[config.mk]
export PLATFORM = sky130hd
export DESIGN_NAME = fcmd_seq_guard
export DESIGN_NICKNAME = d
export VERILOG_FILES = /design/src/rtl/fseq_pkg.sv /design/src/rtl/fseq_cmd_dec.sv /design/src/rtl/fseq_addr_chk.sv /design/src/rtl/fcmd_seq_guard.sv
export SDC_FILE = /design/constraint.sdc
export NUM_CORES = 1
export LEC_CHECK = 0
export ABC_AREA = 1
export BUFFER_PORTS_ARGS = -buffer_cell sky130_fd_sc_hd__buf_2
export CAP_MARGIN = 20
export CORE_MARGIN = 2
export CORE_UTILIZATION = 51
export DETAILED_ROUTE_END_ITERATION = 6
export GPL_TIMING_DRIVEN = 0
export PLACE_DENSITY = 0.84
export SLEW_MARGIN = 20
export SYNTH_ARGS = -nofsm -noshare
export SYNTH_HDL_FRONTEND = slang
export SYNTH_SLANG_ARGS = --single-unit
[constraint.sdc]
create_clock -name clk -period 3.49 [get_ports clk]
set_input_delay 0.349 -clock clk [delete_from_list [all_inputs] [get_ports clk]]
set_output_delay 0.349 -clock clk [all_outputs]
set_load 0.02 [all_outputs]
[src/rtl/fseq_pkg.sv]
package fseq_pkg;

    typedef enum logic [1:0] {
        S_IDLE,
        S_ADDR,
        S_CMD,
        S_BUSY
    } seq_state_e;

    typedef enum logic [2:0] {
        CK_PROG,
        CK_SECT,
        CK_MASS,
        CK_VERIFY,
        CK_BAD
    } cmd_kind_e;

    localparam int CMD_W = 8;

    localparam logic [CMD_W-1:0] OP_PROG   = 8'h20;
    localparam logic [CMD_W-1:0] OP_SECT   = 8'h40;
    localparam logic [CMD_W-1:0] OP_MASS   = 8'h41;
    localparam logic [CMD_W-1:0] OP_VERIFY = 8'h05;

    localparam logic [1:0] RIX_STAT = 2'd0;
    localparam logic [1:0] RIX_CMD  = 2'd1;

    localparam int SB_ACC = 0;
    localparam int SB_PV  = 1;
    localparam int SB_BE  = 3;

endpackage

[src/rtl/fseq_cmd_dec.sv]
module fseq_cmd_dec
    import fseq_pkg::*;
(
    input  logic [CMD_W-1:0] code,
    output cmd_kind_e        kind
);

    always_comb begin
        case (code)
            OP_PROG:   kind = CK_PROG;
            OP_SECT:   kind = CK_SECT;
            OP_MASS:   kind = CK_MASS;
            OP_VERIFY: kind = CK_VERIFY;
            default:   kind = CK_BAD;
        endcase
    end

endmodule

[src/rtl/fseq_addr_chk.sv]
module fseq_addr_chk #(
    parameter  int AW    = 18,
    parameter  int OFS_W = 16,
    parameter  int RGN_W = 4,
    localparam int NRGN  = 2**RGN_W
) (
    input  logic [OFS_W-1:0] bus_ofs,
    input  logic [AW-1:0]    seq_addr,
    input  logic [NRGN-1:0]  prot_mask,
    output logic             odd_addr,
    output logic             ofs_same,
    output logic             rgn_locked,
    output logic             blk_locked
);

    localparam int BLK_W = AW - OFS_W;
    localparam int NBLK  = 2**BLK_W;
    localparam int RPB   = 2**(RGN_W - BLK_W);

    logic [NBLK-1:0] blk_prot;

    // any locked region inside each block
    for (genvar b = 0; b < NBLK; b++) begin : g_blk
        assign blk_prot[b] = |prot_mask[b*RPB +: RPB];
    end

    assign odd_addr   = bus_ofs[0];
    assign ofs_same   = (bus_ofs == seq_addr[OFS_W-1:0]);
    assign rgn_locked = prot_mask[seq_addr[AW-1 -: RGN_W]];
    assign blk_locked = blk_prot[seq_addr[AW-1 -: BLK_W]];

endmodule

[src/rtl/fcmd_seq_guard.sv]
module fcmd_seq_guard
    import fseq_pkg::*;
#(
    parameter  int AW    = 18,
    parameter  int OFS_W = 16,
    parameter  int RGN_W = 4,
    parameter  int DW    = 16,
    localparam int NRGN  = 2**RGN_W
) (
    input  logic             clk,
    input  logic             rst_n,
    input  logic             bus_wr,
    input  logic             bus_rd,
    input  logic             bus_flash,
    input  logic             bus_byte,
    input  logic [AW-1:0]    bus_addr,
    input  logic [DW-1:0]    bus_wdata,
    input  logic             clkdiv_ok,
    input  logic             sec_on,
    input  logic             wr_trusted,
    input  logic [NRGN-1:0]  prot_mask,
    input  logic             stop_req,
    input  logic             eng_done,
    output logic             st_accerr,
    output logic             st_pviol,
    output logic             st_bufempty,
    output logic             st_cmddone,
    output logic             launch,
    output logic [CMD_W-1:0] launch_cmd,
    output logic [AW-1:0]    launch_addr,
    output logic [DW-1:0]    launch_data,
    output logic             eng_abort,
    output logic             rd_invalid
);

    seq_state_e       state_q, state_d;
    logic             acc_q, pv_q, launch_q, abort_q;
    logic [AW-1:0]    seq_addr_q;
    logic [DW-1:0]    seq_data_q;
    logic [CMD_W-1:0] seq_cmd_q;

    logic       wr_flash, wr_reg, flag_any, stat_wr;
    logic [1:0] reg_ix;
    logic       set_acc, set_pv, clr_acc, clr_pv;
    logic       ld_addr, ld_data, ld_cmd, go, kill;
    logic       odd_addr, ofs_same, rgn_locked, blk_locked;
    logic       sec_block, prot_hit;
    cmd_kind_e  kind;

    fseq_addr_chk #(
        .AW    (AW),
        .OFS_W (OFS_W),
        .RGN_W (RGN_W)
    ) u_addr (
        .bus_ofs    (bus_addr[OFS_W-1:0]),
        .seq_addr   (seq_addr_q),
        .prot_mask  (prot_mask),
        .odd_addr   (odd_addr),
        .ofs_same   (ofs_same),
        .rgn_locked (rgn_locked),
        .blk_locked (blk_locked)
    );

    fseq_cmd_dec u_dec (
        .code (bus_wdata[CMD_W-1:0]),
        .kind (kind)
    );

    assign wr_flash  = bus_wr && bus_flash;
    assign wr_reg    = bus_wr && !bus_flash;
    assign reg_ix    = bus_addr[1:0];
    assign stat_wr   = wr_reg && (reg_ix == RIX_STAT);
    assign flag_any  = acc_q || pv_q;
    assign sec_block = sec_on && !wr_trusted && (kind != CK_MASS);
    assign prot_hit  = (((kind == CK_PROG) || (kind == CK_SECT)) && rgn_locked)
                     || ((kind == CK_MASS) && blk_locked);

    // flag clearing only outside the address and command steps
    assign clr_acc = stat_wr && bus_wdata[SB_ACC] && ((state_q == S_IDLE) || (state_q == S_BUSY));
    assign clr_pv  = stat_wr && bus_wdata[SB_PV]  && ((state_q == S_IDLE) || (state_q == S_BUSY));

    // state register
    always_ff @(posedge clk or negedge rst_n) begin
        if (!rst_n) begin
            state_q <= S_IDLE;
        end else begin
            state_q <= state_d;
        end
    end

    // next state and step decisions
    always_comb begin
        state_d = state_q;
        set_acc = 1'b0;
        set_pv  = 1'b0;
        ld_addr = 1'b0;
        ld_data = 1'b0;
        ld_cmd  = 1'b0;
        go      = 1'b0;
        kill    = 1'b0;
        unique case (state_q)
            S_IDLE: begin
                if (wr_flash && !flag_any) begin
                    if (!clkdiv_ok || bus_byte || odd_addr) begin
                        set_acc = 1'b1;
                    end else begin
                        ld_addr = 1'b1;
                        ld_data = 1'b1;
                        state_d = S_ADDR;
                    end
                end else if (wr_reg && (reg_ix == RIX_CMD)) begin
                    set_acc = 1'b1;
                end
            end
            S_ADDR: begin
                if (stop_req) begin
                    state_d = S_IDLE;
                end else if (wr_flash) begin
                    if (bus_byte || odd_addr || !ofs_same) begin
                        set_acc = 1'b1;
                        state_d = S_IDLE;
                    end else begin
                        ld_data = 1'b1;
                    end
                end else if (wr_reg) begin
                    if (reg_ix != RIX_CMD || kind == CK_BAD || sec_block) begin
                        set_acc = 1'b1;
                        state_d = S_IDLE;
                    end else if (prot_hit) begin
                        set_pv  = 1'b1;
                        state_d = S_IDLE;
                    end else begin
                        ld_cmd  = 1'b1;
                        state_d = S_CMD;
                    end
                end
            end
            S_CMD: begin
                if (stop_req) begin
                    state_d = S_IDLE;
                end else if (stat_wr && bus_wdata[SB_BE]) begin
                    go      = 1'b1;
                    state_d = S_BUSY;
                end else if (bus_wr) begin
                    set_acc = 1'b1;
                    state_d = S_IDLE;
                end
            end
            S_BUSY: begin
                if (stop_req) begin
                    set_acc = 1'b1;
                    kill    = 1'b1;
                    state_d = S_IDLE;
                end else if (eng_done) begin
                    state_d = S_IDLE;
                end
            end
        endcase
    end

    // flags, captured sequence and engine pulses
    always_ff @(posedge clk or negedge rst_n) begin
        if (!rst_n) begin
            acc_q      <= 1'b0;
            pv_q       <= 1'b0;
            launch_q   <= 1'b0;
            abort_q    <= 1'b0;
            seq_addr_q <= '0;
            seq_data_q <= '0;
            seq_cmd_q  <= '0;
        end else begin
            if (set_acc) begin
                acc_q <= 1'b1;
            end else if (clr_acc) begin
                acc_q <= 1'b0;
            end
            if (set_pv) begin
                pv_q <= 1'b1;
            end else if (clr_pv) begin
                pv_q <= 1'b0;
            end
            launch_q <= go;
            abort_q  <= kill;
            if (ld_addr) seq_addr_q <= bus_addr;
            if (ld_data) seq_data_q <= bus_wdata;
            if (ld_cmd)  seq_cmd_q  <= bus_wdata[CMD_W-1:0];
        end
    end

    // outputs
    always_comb begin
        st_accerr   = acc_q;
        st_pviol    = pv_q;
        st_bufempty = (state_q != S_BUSY);
        st_cmddone  = (state_q != S_BUSY);
        launch      = launch_q;
        eng_abort   = abort_q;
        launch_cmd  = seq_cmd_q;
        launch_addr = seq_addr_q;
        launch_data = seq_data_q;
        rd_invalid  = bus_rd && bus_flash && (state_q == S_BUSY);
    end

endmodule

-- Word-level counts from Yosys, hierarchy flattened
Cells that the tools add are included.
Widths: inputs -> output; s select.
- flip-flop bits (word level): 48
- bits of input ports: 61
- logic and storage cells: 131
- order comparisons: 2
- equality and inequality tests: 21
- mux-type cells: 59
- reduce and logical (&&, ||, !) cells: 41
- operator list (kind ; count):
    $mux 1 ; 40
    $mux 2 ; 13
    $eq 16x16->1 ; 1
    $eq 8x7->1 const B ; 2
    $logic_and 1x1->1 ; 16
    $reduce_or 4->1 ; 4
    $ne 4x4->1 const B ; 3
    $pmux 3 s4 ; 1
    $logic_or 1x1->1 ; 10
    $eq 8x3->1 const B ; 1
    $eq 8x6->1 const B ; 1
    $pmux 2 s4 ; 1
    $reduce_and 6->1 ; 1
    $logic_not 1->1 ; 5
    $lt 4x5->1 const B ; 1
    $bmux 1 s4 ; 1
    $eq 2x1->1 const B ; 2
    $eq 2x2->1 const B ; 2
    $logic_not 2->1 ; 2
    $ne 2x1->1 const B ; 2
    $ne 2x2->1 const B ; 2
    $pmux 1 s4 ; 1
    $reduce_bool 2->1 ; 2
    $eq 3x1->1 const B ; 1
    8 further kinds ; 8

-- Logic depth before layout (Yosys ltp)
- depth in word-level cells: 13
- depth in mapped cells: 13
- gate-level depth less buffers: 13

-- By module
From an unflattened synthesis, not the netlist that was laid out.
- cell total of the unflattened synthesis: 375
- area total of the unflattened synthesis: 2880.3 µm²
- by module, submodules not included (module ; instances ; cells an instance ; area each (µm²) ; seq. area each (µm²)):
    fcmd_seq_guard ; 1 ; 242 ; 2243.4 ; 1201.2
    fseq_addr_chk ; 1 ; 103 ; 504.2 ; 0.0
    fseq_cmd_dec ; 1 ; 30 ; 132.6 ; 0.0

-- Worst setup path after synthesis
No wires, ideal clock.
- kind: register to register
- start: register seq_addr_q[10] (netlist: launch_addr[10])
- end: register seq_data_q[2] (netlist: launch_data[2])
- setup time: 73 ps
- data arrival time: 1514 ps
- slack: 1903 ps
- stages on the path, launching flop included: 8
- period minus slack after synthesis: 1587 ps
- path through: dfrtp_1 -> xor2_1 -> nor3_1 -> nand4_4 -> nand2_4 -> buf_8 -> nor2_1 -> a21oi_2
- longest elaborated chain between the ends: 7
- ends and longest elaborated chain (element ; line ; RTL):
    start, declared ; fcmd_seq_guard.sv:38 ; logic [AW-1:0] seq_addr_q;
    start signal, assigned ; fcmd_seq_guard.sv:184 ; if (ld_addr) seq_addr_q <= bus_addr;
    $eq 16x16->1 ; fseq_addr_chk.sv:28 ; assign ofs_same = (bus_ofs == seq_addr[OFS_W-1:0]);
    $logic_not 1->1 ; fcmd_seq_guard.sv:119 ; if (bus_byte || odd_addr || !ofs_same) begin
    $logic_or 1x1->1 ; fcmd_seq_guard.sv:119 ;
    $mux 1 ; fcmd_seq_guard.sv:119 ;
    $mux 1 ; fcmd_seq_guard.sv:118 ; end else if (wr_flash) begin
    $mux 1 ; fcmd_seq_guard.sv:116 ; if (stop_req) begin
    $pmux 1 s2 ; fcmd_seq_guard.sv:101 ; unique case (state_q)
    end signal, assigned ; fcmd_seq_guard.sv:185 ; if (ld_data) seq_data_q <= bus_wdata;
    end, declared ; fcmd_seq_guard.sv:39 ; logic [DW-1:0] seq_data_q;
No other way between the ends.
A chain may end at the register's enable or synchronous reset.

-- Worst setup path after layout
- start: register seq_addr_q[15] (netlist: launch_addr[15])
- end: register seq_cmd_q[7] (netlist: launch_cmd[7])
- longest elaborated chain between the ends: 10
- ends and longest elaborated chain (element ; line ; RTL):
    $bmux 1 s4 ; fseq_addr_chk.sv:29 ; assign rgn_locked = prot_mask[seq_addr[AW-1 -: RGN_W]];
    $mux 1 (implied by the code) ; fseq_addr_chk.sv:29 ;
    $logic_and 1x1->1 ; fcmd_seq_guard.sv:75 ; assign prot_hit = (((kind == CK_PROG) || (kind == CK_SECT)) && rgn_locked)
    $logic_or 1x1->1 ; fcmd_seq_guard.sv:76 ; || ((kind == CK_MASS) && blk_locked);
    $mux 1 ; fcmd_seq_guard.sv:129 ; end else if (prot_hit) begin
    $mux 1 ; fcmd_seq_guard.sv:126 ; if (reg_ix != RIX_CMD || kind == CK_BAD || sec_block) begin
    $mux 1 ; fcmd_seq_guard.sv:125 ; end else if (wr_reg) begin
    $mux 1 ; fcmd_seq_guard.sv:118 ;
    $mux 1 ; fcmd_seq_guard.sv:116 ;
    $mux 1 ; fcmd_seq_guard.sv:101 ;
    end signal, assigned ; fcmd_seq_guard.sv:186 ; if (ld_cmd) seq_cmd_q <= bus_wdata[CMD_W-1:0];
    end, declared ; fcmd_seq_guard.sv:40 ; logic [CMD_W-1:0] seq_cmd_q;
No other way between the ends. The select of a mux whose other input is x is not followed.

==> metrics.md <==
| Metric | Value |
|---|---|
| Status | `finished clean` |
| IO Pins | `110` |
| Clock Latency Late Sink | `0.31 ns` |
| Final setup fails | `0` |
| CTS tree | `yes` |
| Yosys cell types | `28` |
| CTS clk-pin slew, worst paths | `0.09 ns` |
| Setup crit end kind | `register` |
| Synthesized-area fraction occupied by adder cells | `1.88%` |
| Drt first pass iters | `4` |
| Sequential area share after synthesis | `45.1%` |
| Footprint of the multi-input gates | `1230 µm²` |
| PostCTS Resize Cnt | `0` |
| Routed vias | `2,655` |
| All-Layer GR Usage | `23.2%` |
| Post-synthesis xor/xnor area fraction | `2.30%` |
| Largest net degree at the start of global routing | `49` |
| Share of layout cells above drive strength 1 | `30.9%` |
| Startpoint types | `register` |
| Htree depth | `2` |
| Largest family of logic cells by synthesized area | `simple AND/OR/NAND/NOR gates` |
| Post-CTS Hold Buffers | `0` |
| Initial drt markers | `132` |
| Clock Skew | `0.00768 ns` |
| CP most frequent cell | `nand3_1` |
| Gr ovfl total | `0` |
| Post-route DRC | `0` |
| Mapped Nets | `418` |
| Worst-path cell chain | `inv_1 -> nand3_1 -> nand3_1 -> nand3_1 -> nand3_1 -> nand2_1 -> inv_1 -> nand2_1 -> inv_1 -> nor2_1` |
| Clock period minus worst slack | `1.73 ns` |
| Die Ht | `76.3 µm` |
| Worst Path Arrival | `1.98 ns` |
| Max incr delay on CP | `0.50 ns` |
| Max Slew Vio Count | `0` |
| Leak Pwr | `1.98 nW` |
| Crit path max-delay cell type | `dfrtp_1` |
| Synth warn | `0` |
| Max-cap check violation count | `0` |
| RD Place Congestion | `0.868` |
| Synthesized area per cell | `7.55 µm²` |
| Simple-Gate Fraction of Synth Area | `32.4%` |
| Final Cycle Share | `49.7%` |
| Antenna violations before repair | `0` |
| Critical path fanouts, max | `9` |
| Clk buf depth | `2` |
| Slew at the pin with the worst max-slew slack | `0.606 ns` |
| Effective utilization at floorplan | `52.5%` |
| Nets | `534` |
| Final ANT Viol Nets | `0` |
| Final Hold Fails | `0` |
| Most frequent cells in the layout | `buf_2, nand2_1, dfrtp_1, inv_1, nor2_1` |
| Unrepaired setup endpoints after global routing | `false` |
| Hold/Removal Path Class | `input port to async pin` |
| Tot Pwr | `0.00189 W` |
| Total CTS buffers | `5` |
| Pwr Density | `553 nW/µm²` |
| Post-CTS setup buffer count | `0` |
| Leading cell type in the layout, fill and taps excluded | `buf_2` |
| Yosys reg bits | `48` |
| Fillers | `443` |
| Crit path kind | `register to register` |
| Core Region | `5070 µm²` |
| Total wire length | `6670 µm` |
| Compound-cell area share of the yosys netlist | `7.09%` |
| Routed WL per cell | `12.3 µm` |
| I/O Buffers | `109` |
| Routed vias/inst | `4.92` |
| Sequential Area | `1200 µm²` |
| Mux cell area share after synthesis | `2.54%` |
| VDD IR max | `0.346 mV` |
| Die Wd | `76.3 µm` |
| ANT cells | `0` |
| Area growth, synth to finish | `28.4%` |
| Root Driver | `clkbuf_8` |
| Post-Syn Instances | `353` |
| Vias in the first global route | `2,488` |
| First-pass GRT wire length | `11,000 µm` |
| DPL Wire Length | `5160 µm` |
| TritonCTS Sinks | `48` |
| Final setup TNS | `0 ns` |
| Synthesized cell area | `2660 µm²` |
| Row count | `26` |
| Highest clock rate | `577 MHz` |
| Worst EP required | `3.73 ns` |
| Slew HR | `59.6%` |
| Die area | `5820 µm²` |
==> report_power, final <==
group	switching [W]	total (W)	internal, W
registers	0.0000962	0.000777	0.000681
logic	0.000431	0.000687	0.000256
clock network	0.000192	0.000427	0.000234
==> area by class of cell <==
type	count	area share (%)
plain buffers	9	1.76
clock inverters	2	1.13
well taps	70	2.56
flip-flops and latches	48	35.1
multi-input cells	250	36.0
inverters	46	5.05
clock buffers	6	2.41
repair buffers	109	16.0
==> per-stage QoR <==
stage	instances	hold slack, ns	area (µm²)	util, %	worst slack [ns]
after floorplan	353	0.0534	2660	-	1.90
after global placement	532	0.465	3300	65.0	1.71
after detailed placement	532	0.469	3300	65.0	1.67
after CTS	540	0.228	3420	67.4	1.76
after global routing	540	0.0898	3420	67.4	1.60
final	540	0.0538	3420	67.4	1.76
==> worst max-delay path: cells and delay by family, from the launching register on <==
kind / cells / cell delay [ns]
and+or+nand+nor: 7 / 0.81
DFF: 1 / 0.50
buffers and inverters: 3 / 0.37
==> cells by family after synthesis <==
kind of cell	count (synthesis)
buffers and inverters	55
AOI/OAI and AO/OA	34
muxes	6
and+or+nand+nor	199
adders and majority gates	4
DFF	48
xor gates and xnor gates	7
==> layer usage <==
layer | share of wire, % | global-route usage (%) | vias up
li1 | - | - | 1345
met1 | 43 | 29.1 | 1206
met2 | 50 | 40.5 | 95
met3 | 5.6 | 4.62 | 9
met4 | 1.4 | 6.73 | 0
met5 | 0 | 0 | -
==> registers in the layout, summed over array words and instances, names as in the netlist <==
signal and count:
launch 1, st_pviol 1, state_q 2, launch_cmd 8
launch_addr 18, st_accerr 1, eng_abort 1, launch_data 16
==> path summary, 6_finish.rpt <==
check                                                  from                     endpoint  slack [ns]  cells past startpoint
max in group asynchronous                             rst_n  launch_data[10]$_DFFE_PN0P_        3.03                      1
worst min register to register    launch_cmd[2]$_DFFE_PN0P_    launch_cmd[2]$_DFFE_PN0P_        0.49                      2
worst max-delay path            launch_addr[15]$_DFFE_PN0P_    launch_cmd[7]$_DFFE_PN0P_        1.76                     10
worst min-delay path                                  rst_n   launch_addr[7]$_DFFE_PN0P_        0.05                      1
worst max register to register  launch_addr[15]$_DFFE_PN0P_    launch_cmd[7]$_DFFE_PN0P_        1.76                     10
min in group clk                              bus_wdata[11]  launch_data[11]$_DFFE_PN0P_        0.23                      3
==> cell usage after synthesis (all sizes together) <==
cell,count,area (µm²)
clkbuf,2,7.51
dfrtp,48,1200
ha,4,50.1
xor2,4,35.0
nand3,40,205
nand2,105,404
xnor2,3,26.3
o21ai,18,90.1
nand4,3,33.8
nor2,47,189
a21oi,15,90.1
nor3,4,30.0
inv,46,173
o32ai,1,8.76
mux2,6,67.6
buf,7,52.5
(Power assumes the default switching activity.)
